File: src/rtl/i2cm_pkg.sv
`timescale 1ns/1ps
package i2cm_pkg;
  localparam int BYTE_W = 8;

  typedef enum logic [1:0] {ST_IDLE, ST_START, ST_BYTE, ST_STOP} i2cm_state_e;

  // result codes, upper five bits of the status register
  localparam logic [4:0] CODE_NONE    = 5'h1F;  // 0xF8
  localparam logic [4:0] CODE_START   = 5'h01;  // 0x08
  localparam logic [4:0] CODE_RSTART  = 5'h02;  // 0x10
  localparam logic [4:0] CODE_AW_ACK  = 5'h03;  // 0x18
  localparam logic [4:0] CODE_AW_NACK = 5'h04;  // 0x20
  localparam logic [4:0] CODE_TX_ACK  = 5'h05;  // 0x28
  localparam logic [4:0] CODE_TX_NACK = 5'h06;  // 0x30
  localparam logic [4:0] CODE_ARB     = 5'h07;  // 0x38
  localparam logic [4:0] CODE_AR_ACK  = 5'h08;  // 0x40
  localparam logic [4:0] CODE_AR_NACK = 5'h09;  // 0x48
  localparam logic [4:0] CODE_RX_ACK  = 5'h0A;  // 0x50
  localparam logic [4:0] CODE_RX_NACK = 5'h0B;  // 0x58
endpackage

File: src/rtl/i2cm_rate.sv
`timescale 1ns/1ps
module i2cm_rate #(
  parameter int BR_W = 8
) (
  input  logic            clk,
  input  logic            rst_n,
  input  logic            run,
  input  logic [BR_W-1:0] br,
  input  logic [1:0]      psel,
  output logic            tick1,
  output logic            half_end
);
  localparam int CNT_W = BR_W + 7;

  logic [CNT_W-1:0] half;
  logic [CNT_W-1:0] cnt;

  assign half     = CNT_W'(8) + (CNT_W'(br) << {psel, 1'b0});
  assign half_end = run && (cnt == half - CNT_W'(1));
  assign tick1    = run && (cnt == CNT_W'(1));

  always_ff @(posedge clk or negedge rst_n) begin
    if (!rst_n)        cnt <= '0;
    else if (!run)     cnt <= '0;
    else if (half_end) cnt <= '0;
    else               cnt <= cnt + CNT_W'(1);
  end

  // the phase counter never passes the programmed half-period
  p_cnt_bound_r2: assert property (@(posedge clk) disable iff (!rst_n)
    run |-> (cnt < half));
endmodule

File: src/rtl/i2cm_engine.sv
`timescale 1ns/1ps
module i2cm_engine
  import i2cm_pkg::*;
(
  input  logic              clk,
  input  logic              rst_n,
  input  logic              en,
  input  logic              launch,
  input  logic              cmd_sta,
  input  logic              cmd_sto,
  input  logic              ack_en,
  input  logic [BYTE_W-1:0] tx_byte,
  input  logic              sda_i,
  input  logic              tick1,
  input  logic              half_end,
  output logic              busy,
  output logic              fin,
  output logic [4:0]        fin_code,
  output logic              rx_load,
  output logic [BYTE_W-1:0] rx_byte,
  output logic              stop_fin,
  output logic              scl_o,
  output logic              sda_o
);
  i2cm_state_e       state;
  logic [4:0]        idx;
  logic [BYTE_W-1:0] sh;
  logic              owned, addr_next, rd_mode, is_addr, chain_sta;
  logic [3:0]        bitn;
  logic              bit_low, is_rx, ack_seen;
  logic [4:0]        byte_code;

  assign bitn     = idx[4:1];
  assign bit_low  = ~idx[0];
  assign is_rx    = rd_mode & ~is_addr;
  assign busy     = (state != ST_IDLE);
  assign rx_byte  = sh;
  assign ack_seen = ~sda_i;

  always_comb begin
    if (is_addr)
      byte_code = sh[0] ? (ack_seen ? CODE_AR_ACK : CODE_AR_NACK)
                        : (ack_seen ? CODE_AW_ACK : CODE_AW_NACK);
    else if (is_rx)
      byte_code = ack_en ? CODE_RX_ACK : CODE_RX_NACK;
    else
      byte_code = ack_seen ? CODE_TX_ACK : CODE_TX_NACK;
  end

  always_ff @(posedge clk or negedge rst_n) begin
    if (!rst_n) begin
      state <= ST_IDLE; idx <= '0; sh <= '0;
      owned <= 1'b0; addr_next <= 1'b0; rd_mode <= 1'b0;
      is_addr <= 1'b0; chain_sta <= 1'b0;
      scl_o <= 1'b1; sda_o <= 1'b1;
      fin <= 1'b0; fin_code <= CODE_NONE; rx_load <= 1'b0; stop_fin <= 1'b0;
    end else begin
      fin <= 1'b0; rx_load <= 1'b0; stop_fin <= 1'b0;
      if (!en) begin
        state <= ST_IDLE; owned <= 1'b0; scl_o <= 1'b1; sda_o <= 1'b1;
      end else begin
        case (state)
          ST_IDLE: if (launch) begin
            idx <= '0;
            if (cmd_sto) begin
              chain_sta <= cmd_sta;
              if (owned) state <= ST_STOP;
              else begin
                stop_fin <= 1'b1;
                if (cmd_sta) begin state <= ST_START; idx <= 5'd1; end
              end
            end else if (cmd_sta) begin
              state <= ST_START;
              idx   <= owned ? 5'd0 : 5'd1;
            end else begin
              state   <= ST_BYTE;
              scl_o   <= 1'b0;
              sh      <= tx_byte;
              is_addr <= addr_next;
            end
          end
          ST_START: begin
            if (tick1 && idx == 5'd0) sda_o <= 1'b1;
            if (half_end) begin
              idx <= idx + 5'd1;
              case (idx)
                5'd0:    scl_o <= 1'b1;
                5'd1:    sda_o <= 1'b0;
                default: begin
                  scl_o <= 1'b0; owned <= 1'b1; addr_next <= 1'b1;
                  fin <= 1'b1; fin_code <= owned ? CODE_RSTART : CODE_START;
                  state <= ST_IDLE;
                end
              endcase
            end
          end
          ST_BYTE: begin
            if (bit_low) begin
              if (tick1)
                sda_o <= (bitn < 4'd8) ? (is_rx | sh[7]) : (is_rx ? ~ack_en : 1'b1);
              if (half_end) begin scl_o <= 1'b1; idx <= idx + 5'd1; end
            end else if (half_end) begin
              if (bitn < 4'd8 && !is_rx && sh[7] && !sda_i) begin
                sda_o <= 1'b1; scl_o <= 1'b1; owned <= 1'b0; addr_next <= 1'b0;
                fin <= 1'b1; fin_code <= CODE_ARB; state <= ST_IDLE;
              end else if (bitn < 4'd8) begin
                sh <= {sh[BYTE_W-2:0], sda_i}; scl_o <= 1'b0; idx <= idx + 5'd1;
              end else begin
                scl_o <= 1'b0; fin <= 1'b1; fin_code <= byte_code;
                addr_next <= 1'b0; rx_load <= is_rx; state <= ST_IDLE;
                if (is_addr) rd_mode <= sh[0];
              end
            end
          end
          ST_STOP: begin
            if (tick1 && idx == 5'd0) sda_o <= 1'b0;
            if (half_end) begin
              idx <= idx + 5'd1;
              case (idx)
                5'd0:    scl_o <= 1'b1;
                5'd1:    sda_o <= 1'b1;
                default: begin
                  owned <= 1'b0; stop_fin <= 1'b1;
                  if (chain_sta) begin state <= ST_START; idx <= 5'd1; end
                  else state <= ST_IDLE;
                end
              endcase
            end
          end
          default: state <= ST_IDLE;
        endcase
      end
    end
  end

  // an SDA edge with SCL high on both sides only comes from START, STOP or disable
  p_sda_low_only_r11: assert property (@(posedge clk) disable iff (!rst_n)
    (scl_o && $past(scl_o) && (sda_o != $past(sda_o))) |->
      ($past(state) == ST_START || $past(state) == ST_STOP || !$past(en)));
endmodule

File: src/rtl/i2c_cmd_master.sv
`timescale 1ns/1ps
module i2c_cmd_master
  import i2cm_pkg::*;
#(
  parameter int BR_W = 8
) (
  input  logic       clk,
  input  logic       rst_n,
  input  logic       reg_we,
  input  logic [1:0] reg_addr,
  input  logic [7:0] reg_wdata,
  output logic [7:0] ctrl_o,
  output logic [7:0] status_o,
  output logic [7:0] data_o,
  output logic       irq_o,
  output logic       scl_o,
  output logic       sda_o,
  input  logic       sda_i
);
  localparam logic [1:0] A_CTRL = 2'd0, A_RATE = 2'd1, A_PSEL = 2'd2, A_DATA = 2'd3;

  logic            done_q, ea_q, sta_q, sto_q, wcol_q, en_q, ie_q;
  logic [BR_W-1:0] br_q;
  logic [1:0]      psel_q;
  logic [4:0]      code_q;
  logic [7:0]      data_q;
  logic            wr_ctrl, wr_data, en_nx, launch;
  logic            busy, fin, rx_load, stop_fin, tick1, half_end;
  logic [4:0]      fin_code;
  logic [7:0]      rx_byte;

  assign wr_ctrl = reg_we && (reg_addr == A_CTRL);
  assign wr_data = reg_we && (reg_addr == A_DATA);
  assign en_nx   = wr_ctrl ? reg_wdata[2] : en_q;
  assign launch  = wr_ctrl && reg_wdata[7] && reg_wdata[2] && !busy;

  always_ff @(posedge clk or negedge rst_n) begin
    if (!rst_n) begin
      done_q <= 1'b0; ea_q <= 1'b0; sta_q <= 1'b0; sto_q <= 1'b0;
      wcol_q <= 1'b0; en_q <= 1'b0; ie_q <= 1'b0;
      br_q <= '0; psel_q <= '0; code_q <= CODE_NONE; data_q <= '0;
    end else begin
      if (wr_ctrl) begin
        ea_q <= reg_wdata[6]; sta_q <= reg_wdata[5]; sto_q <= reg_wdata[4];
        en_q <= reg_wdata[2]; ie_q <= reg_wdata[0];
        if (reg_wdata[7]) done_q <= 1'b0;
      end
      if (stop_fin) sto_q <= 1'b0;
      if (fin) begin done_q <= 1'b1; code_q <= fin_code; end
      if (reg_we && reg_addr == A_RATE) br_q <= BR_W'(reg_wdata);
      if (reg_we && reg_addr == A_PSEL) psel_q <= reg_wdata[1:0];
      if (rx_load) data_q <= rx_byte;
      else if (wr_data) begin
        if (done_q) begin data_q <= reg_wdata; wcol_q <= 1'b0; end
        else wcol_q <= 1'b1;
      end
    end
  end

  assign ctrl_o   = {done_q, ea_q, sta_q, sto_q, wcol_q, en_q, 1'b0, ie_q};
  assign status_o = {code_q, 1'b0, psel_q};
  assign data_o   = data_q;
  assign irq_o    = done_q & ie_q;

  i2cm_rate #(.BR_W(BR_W)) u_rate (
    .clk(clk), .rst_n(rst_n), .run(busy), .br(br_q), .psel(psel_q),
    .tick1(tick1), .half_end(half_end));

  i2cm_engine u_engine (
    .clk(clk), .rst_n(rst_n), .en(en_nx), .launch(launch),
    .cmd_sta(reg_wdata[5]), .cmd_sto(reg_wdata[4]), .ack_en(ea_q),
    .tx_byte(data_q), .sda_i(sda_i), .tick1(tick1), .half_end(half_end),
    .busy(busy), .fin(fin), .fin_code(fin_code), .rx_load(rx_load),
    .rx_byte(rx_byte), .stop_fin(stop_fin), .scl_o(scl_o), .sda_o(sda_o));

  // a data write that collides leaves the data register untouched
  p_wcol_hold_r9: assert property (@(posedge clk) disable iff (!rst_n)
    ($past(wr_data) && !$past(done_q) && !$past(rx_load)) |-> (data_q == $past(data_q)));

  // when the stop request clears itself, the done flag stays low
  p_stop_no_done_r7: assert property (@(posedge clk) disable iff (!rst_n)
    ($fell(sto_q) && !$past(wr_ctrl)) |-> !done_q);
endmodule

File: config.mk
export PLATFORM = sky130hd
export DESIGN_NAME = i2c_cmd_master
export DESIGN_NICKNAME = d
export VERILOG_FILES = /design/src/rtl/i2cm_pkg.sv /design/src/rtl/i2cm_rate.sv /design/src/rtl/i2cm_engine.sv /design/src/rtl/i2c_cmd_master.sv
export SDC_FILE = /design/constraint.sdc
export NUM_CORES = 1
export LEC_CHECK = 0
export BUFFER_PORTS_ARGS = -buffer_cell sky130_fd_sc_hd__buf_4
export CAP_MARGIN = 10
export CORE_ASPECT_RATIO = 2
export CORE_UTILIZATION = 61
export CTS_CLUSTER_SIZE = 40
export DETAILED_ROUTE_END_ITERATION = 10
export PLACE_DENSITY = 0.88
export SLEW_MARGIN = 20
export SYNTH_ARGS = -nofsm -noshare
export SYNTH_HDL_FRONTEND = slang
export SYNTH_HIERARCHICAL = 1
export SYNTH_SLANG_ARGS = --single-unit
File: constraint.sdc
create_clock -name clk -period 4.5 [get_ports clk]
set_clock_uncertainty 0.15 [all_clocks]
set_input_delay 0.225 -clock clk [delete_from_list [all_inputs] [get_ports clk]]
set_output_delay 0.225 -clock clk [all_outputs]
set_load 0.02 [all_outputs]
# Word level (Yosys, flattened, before mapping)
# Index checks and enable logic that the tools add are counted.
[word_totals]
regBits = 75
in_bits = 14
output_inout_bits = 27
elab_cells = 252
[classes]
add_sub_neg = 4
order_cmp = 1
eq_ne = 40
shifts = 1
mux = 127
n_bitwise = 10
n_reduce_logical = 42
[ops]
columns = ["cell", "n"]
rows = [
  ["two-way mux 5 bit", 22],
  ["two-way mux 8 bit", 10],
  ["two-way mux 1 bit", 65],
  ["!= test 3 bit, second input constant", 15],
  ["two-way mux 2 bit", 16],
  ["two-way mux 15 bit", 2],
  ["AND reduction 7 bit", 3],
  ["!= test 4 bit, second input constant", 5],
  ["one-hot mux 5 bit (4 select lines)", 1],
  ["AND reduction 9 bit", 2],
  ["!= test 2 bit, second input constant", 8],
  ["one-hot mux 8 bit (2 select lines)", 1],
  ["AND reduction 8 bit", 2],
  ["nonzero test 2 bit", 8],
  ["adder 15 x 1 -> 15 bit, second input constant", 1],
  ["adder 4 x 15 -> 15 bit, first input constant", 1],
  ["== test 15 x 1 -> 1 bit, second input constant", 1],
  ["== test 15 bit", 1],
  ["left shift 8 x 3 -> 15 bit", 1],
  ["subtractor 15 x 1 -> 15 bit, second input constant", 1],
  ["logical AND 1 bit", 13],
  ["AND reduction 4 bit", 3],
  ["one-hot mux 5 bit (2 select lines)", 1],
  ["== test 2 bit, second input constant", 4],
  ["20 further kinds", 38],
]

# Depth between registers and ports, before layout
[logic_depth]
ltp_word = 11
depth_mapped = 19
mapped_depth_nobuf = 15

# By module
# Netlist, hierarchy kept.
[by_module_without_submodules]
columns = ["module", "instances", "cells_per_inst", "area_each_um2", "seq_area_each_um2"]
rows = [
  ["i2cm_engine", 1, 227, 2105.8, 759.5],
  ["i2cm_rate", 1, 185, 1520.2, 375.4],
  ["i2c_cmd_master", 1, 92, 1387.6, 757.0],
]

# Worst setup path before layout
# OpenSTA, ideal clock, no wires.
[synth_path]
path_type = "reg-to-reg"
start = "reg psel_q[0]"
end = "reg u_engine.idx[3]"
setup_ns = 0.124
arrival_time_ns = 3.784
required_ns = 4.226
slack_ns = 0.442
stages_incl_launch_ff = 16
n_path_buf = 4
period_less_slack_ns = 4.058
path_cell_list = "dfrtp_1 > buf_6 > buf_4 > buf_2 > nor2_1 > nand2_1 > ha_1 > xnor2_1 > or4b_1 > nor4_1 > nand4b_1 > nor3_1 > buf_2 > o221ai_1 > a311o_1 > a211o_1"
[synth_via]
elab_chain_len = 7
elab_cells_between_ends = 9
cone_classes = "add/sub: 2; eq/ne: 4; shift: 1; reduce/logical: 2"
[synth_lines]
columns = ["element", "line_no", "source"]
rows = [
  ["start: declaration", "i2c_cmd_master.sv:24", "logic [1:0] psel_q;"],
  ["start signal: assignment", "i2c_cmd_master.sv:51", "if (reg_we && reg_addr == A_PSEL) psel_q <= reg_wdata[1:0];"],
  ["left shift 8 x 3 -> 15 bit (*)", "i2cm_rate.sv:18", "assign half = CNT_W'(8) + (CNT_W'(br) << {psel, 1'b0});"],
  ["adder 4 x 15 -> 15 bit (*)", "i2cm_rate.sv:18", ""],
  ["subtractor 15 x 1 -> 15 bit (*)", "i2cm_rate.sv:19", "assign half_end = run && (cnt == half - CNT_W'(1));"],
  ["== test 15 bit (*)", "i2cm_rate.sv:19", ""],
  ["logical AND 1 bit (*)", "i2cm_rate.sv:19", ""],
  ["via half_end", "i2c_cmd_master.sv:28", "logic busy, fin, rx_load, stop_fin, tick1, half_end;"],
  ["!= test 2 bit (no source line)", "--", ""],
  ["AND reduction 7 bit (no source line) (*)", "--", ""],
  ["end signal: assignment", "i2cm_engine.sv:74", "idx <= owned ? 5'd0 : 5'd1;"],
  ["end signal: assignment", "i2cm_engine.sv:85", "idx <= idx + 5'd1;"],
  ["end signal: assignment", "i2cm_engine.sv:118", "idx <= idx + 5'd1;"],
  ["end: declaration", "i2cm_engine.sv:26", "logic [4:0] idx;"],
]
# Mark *: on every way through the listed nets, which the timed path passes. The rest lies on a longest branch.
# A chain may end at the register's enable or synchronous reset.

# Final worst setup path
[layout_path]
start = "reg u_engine.state[1]"
end = "reg u_engine.owned"
[layout_via]
elab_chain_len = 4
elab_cells_between_ends = 16
cone_classes = "eq/ne: 11; mux: 2; reduce/logical: 3"
[layout_lines]
columns = ["element", "line_no", "source"]
rows = [
  ["start: declaration", "i2cm_engine.sv:25", "i2cm_state_e state;"],
  ["start signal: assignment", "i2cm_engine.sv:52", "state <= ST_IDLE; idx <= '0; sh <= '0;"],
  ["start signal: assignment", "i2cm_engine.sv:60", "state <= ST_IDLE; owned <= 1'b0; scl_o <= 1'b1; sda_o <= 1'b1;"],
  ["start signal: assignment", "i2cm_engine.sv:67", "if (owned) state <= ST_STOP;"],
  ["nonzero test 2 bit (*)", "i2cm_engine.sv:36", "assign busy = (state != ST_IDLE);"],
  ["via busy", "i2c_cmd_master.sv:28", ""],
  ["logical AND 1 bit (*)", "i2cm_rate.sv:19", ""],
  ["via half_end", "i2c_cmd_master.sv:28", ""],
  ["!= test 3 bit (no source line)", "--", ""],
  ["AND reduction 8 bit (no source line) (*)", "--", ""],
  ["end signal: assignment", "i2cm_engine.sv:53", "owned <= 1'b0; addr_next <= 1'b0; rd_mode <= 1'b0;"],
  ["end signal: assignment", "i2cm_engine.sv:60", ""],
  ["end signal: assignment", "i2cm_engine.sv:90", "scl_o <= 1'b0; owned <= 1'b1; addr_next <= 1'b1;"],
  ["end: declaration", "i2cm_engine.sv:28", "logic owned, addr_next, rd_mode, is_addr, chain_sta;"],
]
# Marks and branches as above.

==> metrics.cfg <==
[placement]
portBuffers=38
place_inst=614
gp_congestion=0.9805
hpwl_mm=9.380

[cts]
insertion_delay_ns=0.34
tritoncts=done
h-tree-depth=3
cts-root-buf=clkbuf_16
clockBufferDepth=2
cts_buffers=9
clk_pin_slew_worst_paths_ns=0.06
cts_sinks=75

[synthesis]
synth_common_cells=dfrtp_1 (63), nor2_1 (39), nand2_1 (36)
synth_cells=504
synth_top_area_share_pct=31.44
yosysUniqueCellTypes=79
synthArstFlopShare_pct=100.0
synth_seq_cells=75
ys_warn_count=6
synth.yosys.seq_area_share_pct=37.73
yosys-top-cells-area=dfrtp_1 (31%), dfstp_2 (6.3%), mux2_2 (6.3%)
synth_area_sq_um=5014
synth_most_common_cell=dfrtp_1
synth_ff_type=dfrtp_1
synth_edf_count=0
yosysTopAreaCell=dfrtp_1
syn_area_per_cell_sq_um=9.948

[finish]
post-route-util_pct=70.53
multi_input_area_sq_um=2826
filler_cell_count=554
regArea_sq_um=1893
finalNetCount=560
final_layout_size_suffix_gt1_share_pct=24.58
stdcell_count=633
area_delta_synth_final_pct=11.73
num_antenna_cells=0

[routing]
drt_iter0_markers=372
route.detailed.drc=0
ant_nets=0
vias=4188
viasPerCell=6.616
wirelength_mm=13.24
wl_per_cell_um=20.91
first_pass_iters=5

[die]
row_count=46
die_h_um=130.2
initial_core_util_pct=63.12
dieArea_sq_um=8608
io_pins=41
core-area_sq_um=7943
die-width_um=66.11

[worst_setup_path]
path_class=reg2reg
rrSetupSlack_ns=0.32
critPathMaxFanout=13
required_ns=4.61
cp-start-kind=flip-flop
cp-end-kind=flip-flop
critPathArrivalTime_ns=4.29

[grt]
grt_max_degree=76
grt_pass1_wl_mm=20.44
grt_overflow=0
grt_usage_pct=32.40
antenna_found_initial=0
grt_pass1_vias=4173

[timing]
worst_slew_pin_slew_ns=0.9281
slew_headroom_pct=38.12
maxSlewViolCount=0
setup_viol=0
rsz0062_at_grt=no
tns_ns=0
min_period_ns=4.177
fin_crit_sh_pct=92.83
fmax_mhz=239.4
hold_slack_ns=0.01433
hold_violations=0

[flow_run]
drv_cap=0

[hold_path]
holdCritPathClass=in2reg

[status]
status=complete, no violations

[power_and_ir_drop]
powerDensity_nw_per_um2=470.4
p_leak_uw=0.002369
ir_worst_vdd_mv=0.4106

[cells by family (layout without fill, tap and decap cells)]
family | after synthesis | count (layout) | synth area share, %
and+or+nand+nor | 166 | 166 | 17.92
AOI/OAI and AO/OA | 104 | 104 | 15.30
DFF | 75 | 75 | 37.73
muxes | 59 | 59 | 13.93
buffers and inverters | 53 | 85 | 5.965
xor gates and xnor gates | 32 | 32 | 5.590
adders and majority gates | 14 | 14 | 3.494
other | 1 | 2 | 0.07480
[flip-flops by register name (all words and copies together) (netlist names), 5 cells and up]
name               count
u_engine/fin_code      5
data_o                 8
u_engine/rx_byte       8
code_q                 5
br_q                   8
u_engine/idx           5
u_rate/cnt            15
[stage by stage]
step / setup WS, ns / power [uW] / area (sq um)
after global placement: 0.4260 / 1798 / 5251
after floorplan: 0.4421 / 1600 / 5017
after CTS: 0.3536 / 2620 / 5600
after detailed placement: 0.4348 / 1830 / 5251
after global routing: 0.08239 / 2763 / 5602
final: 0.3228 / 2635 / 5602
[routing by layer]
metal / wire length, um / up-vias / GRT usage [%]
met5: 0 / - / 0
met3: 677 / 71 / 8.129
met1: 4476 / 2071 / 31.11
met2: 7070 / 187 / 56.66
met4: 1012 / 0 / 25.91
li1: - / 1859 / -
[cell usage in the layout (no fill, tap or decap), types with 5 or more instances in the layout]
cell       count
dfrtp_1       62
nand3b_1       5
a21oi_1       17
mux2_4        12
nor3_1         7
nand2_1       36
o21ai_1        9
xnor2_1       20
o21ai_0       17
a31oi_1        5
ha_1          14
mux2_2        28
nor2b_1        8
clkbuf_16      9
dfstp_2       12
nor4_1         6
nand3_1       22
mux2i_1       18
and3_1         8
xor2_1        12
nand2b_1       8
buf_4         44
inv_1         22
nor2_1        39
[worst max-delay path: stages (launching register included)]
cell and delay (ns):
dfrtp_1 0.44, inv_1 0.11, ha_1 0.25, inv_1 0.29, nand2b_1 0.13, or4b_1 0.56, nor4_1 0.34, nand4b_1 0.16
nor3_1 0.25, buf_4 0.24, nand2_1 0.13, nor4_2 0.40, nor2b_1 0.12, or4_1 0.40, a21oi_1 0.13
[final cells by class]
| cell class | instances | share of cell area, % |
|---|---|---|
| clock buffer | 11 | 4.155 |
| clock inverter | 5 | 1.541 |
| inverter | 22 | 1.474 |
| multi-input combinational | 377 | 50.46 |
| sequential | 75 | 33.80 |
| tap | 96 | 2.144 |
| timing repair buffer | 47 | 6.433 |
[final timing paths]
check,start,to,cells past startpoint
hold reg to reg,u_engine/stop_fin,sto_q,1
setup reg to reg,u_engine/state[1],u_engine/owned,14
hold / removal,reg_wdata[6],data_o[6],2
min in group asynchronous,rst_n,u_rate/cnt[4],2
max in group asynchronous,rst_n,psel_q[0],2
setup / recovery,u_engine/state[1],u_engine/owned,14
[power breakdown]
group / internal (uW) / switching [uW] / leakage [uW]
clock network: 490 / 282 / 0.000154
logic: 365 / 558 / 0.00126
registers: 784 / 157 / 0.000953
total: 1640 / 996 / 0.00237
[what timing repair did]
| action | in CTS | in global routing |
|---|---|---|
| setup buffers | 0 | 0 |
| hold buffers | 3 | 0 |
| setup endpoints to repair | 0 | 2 |
| gates resized for setup | 0 | 1 |
| endpoints found under the hold margin | 66 | 0 |
No activity file was read; power rests on OpenSTA's default activity.
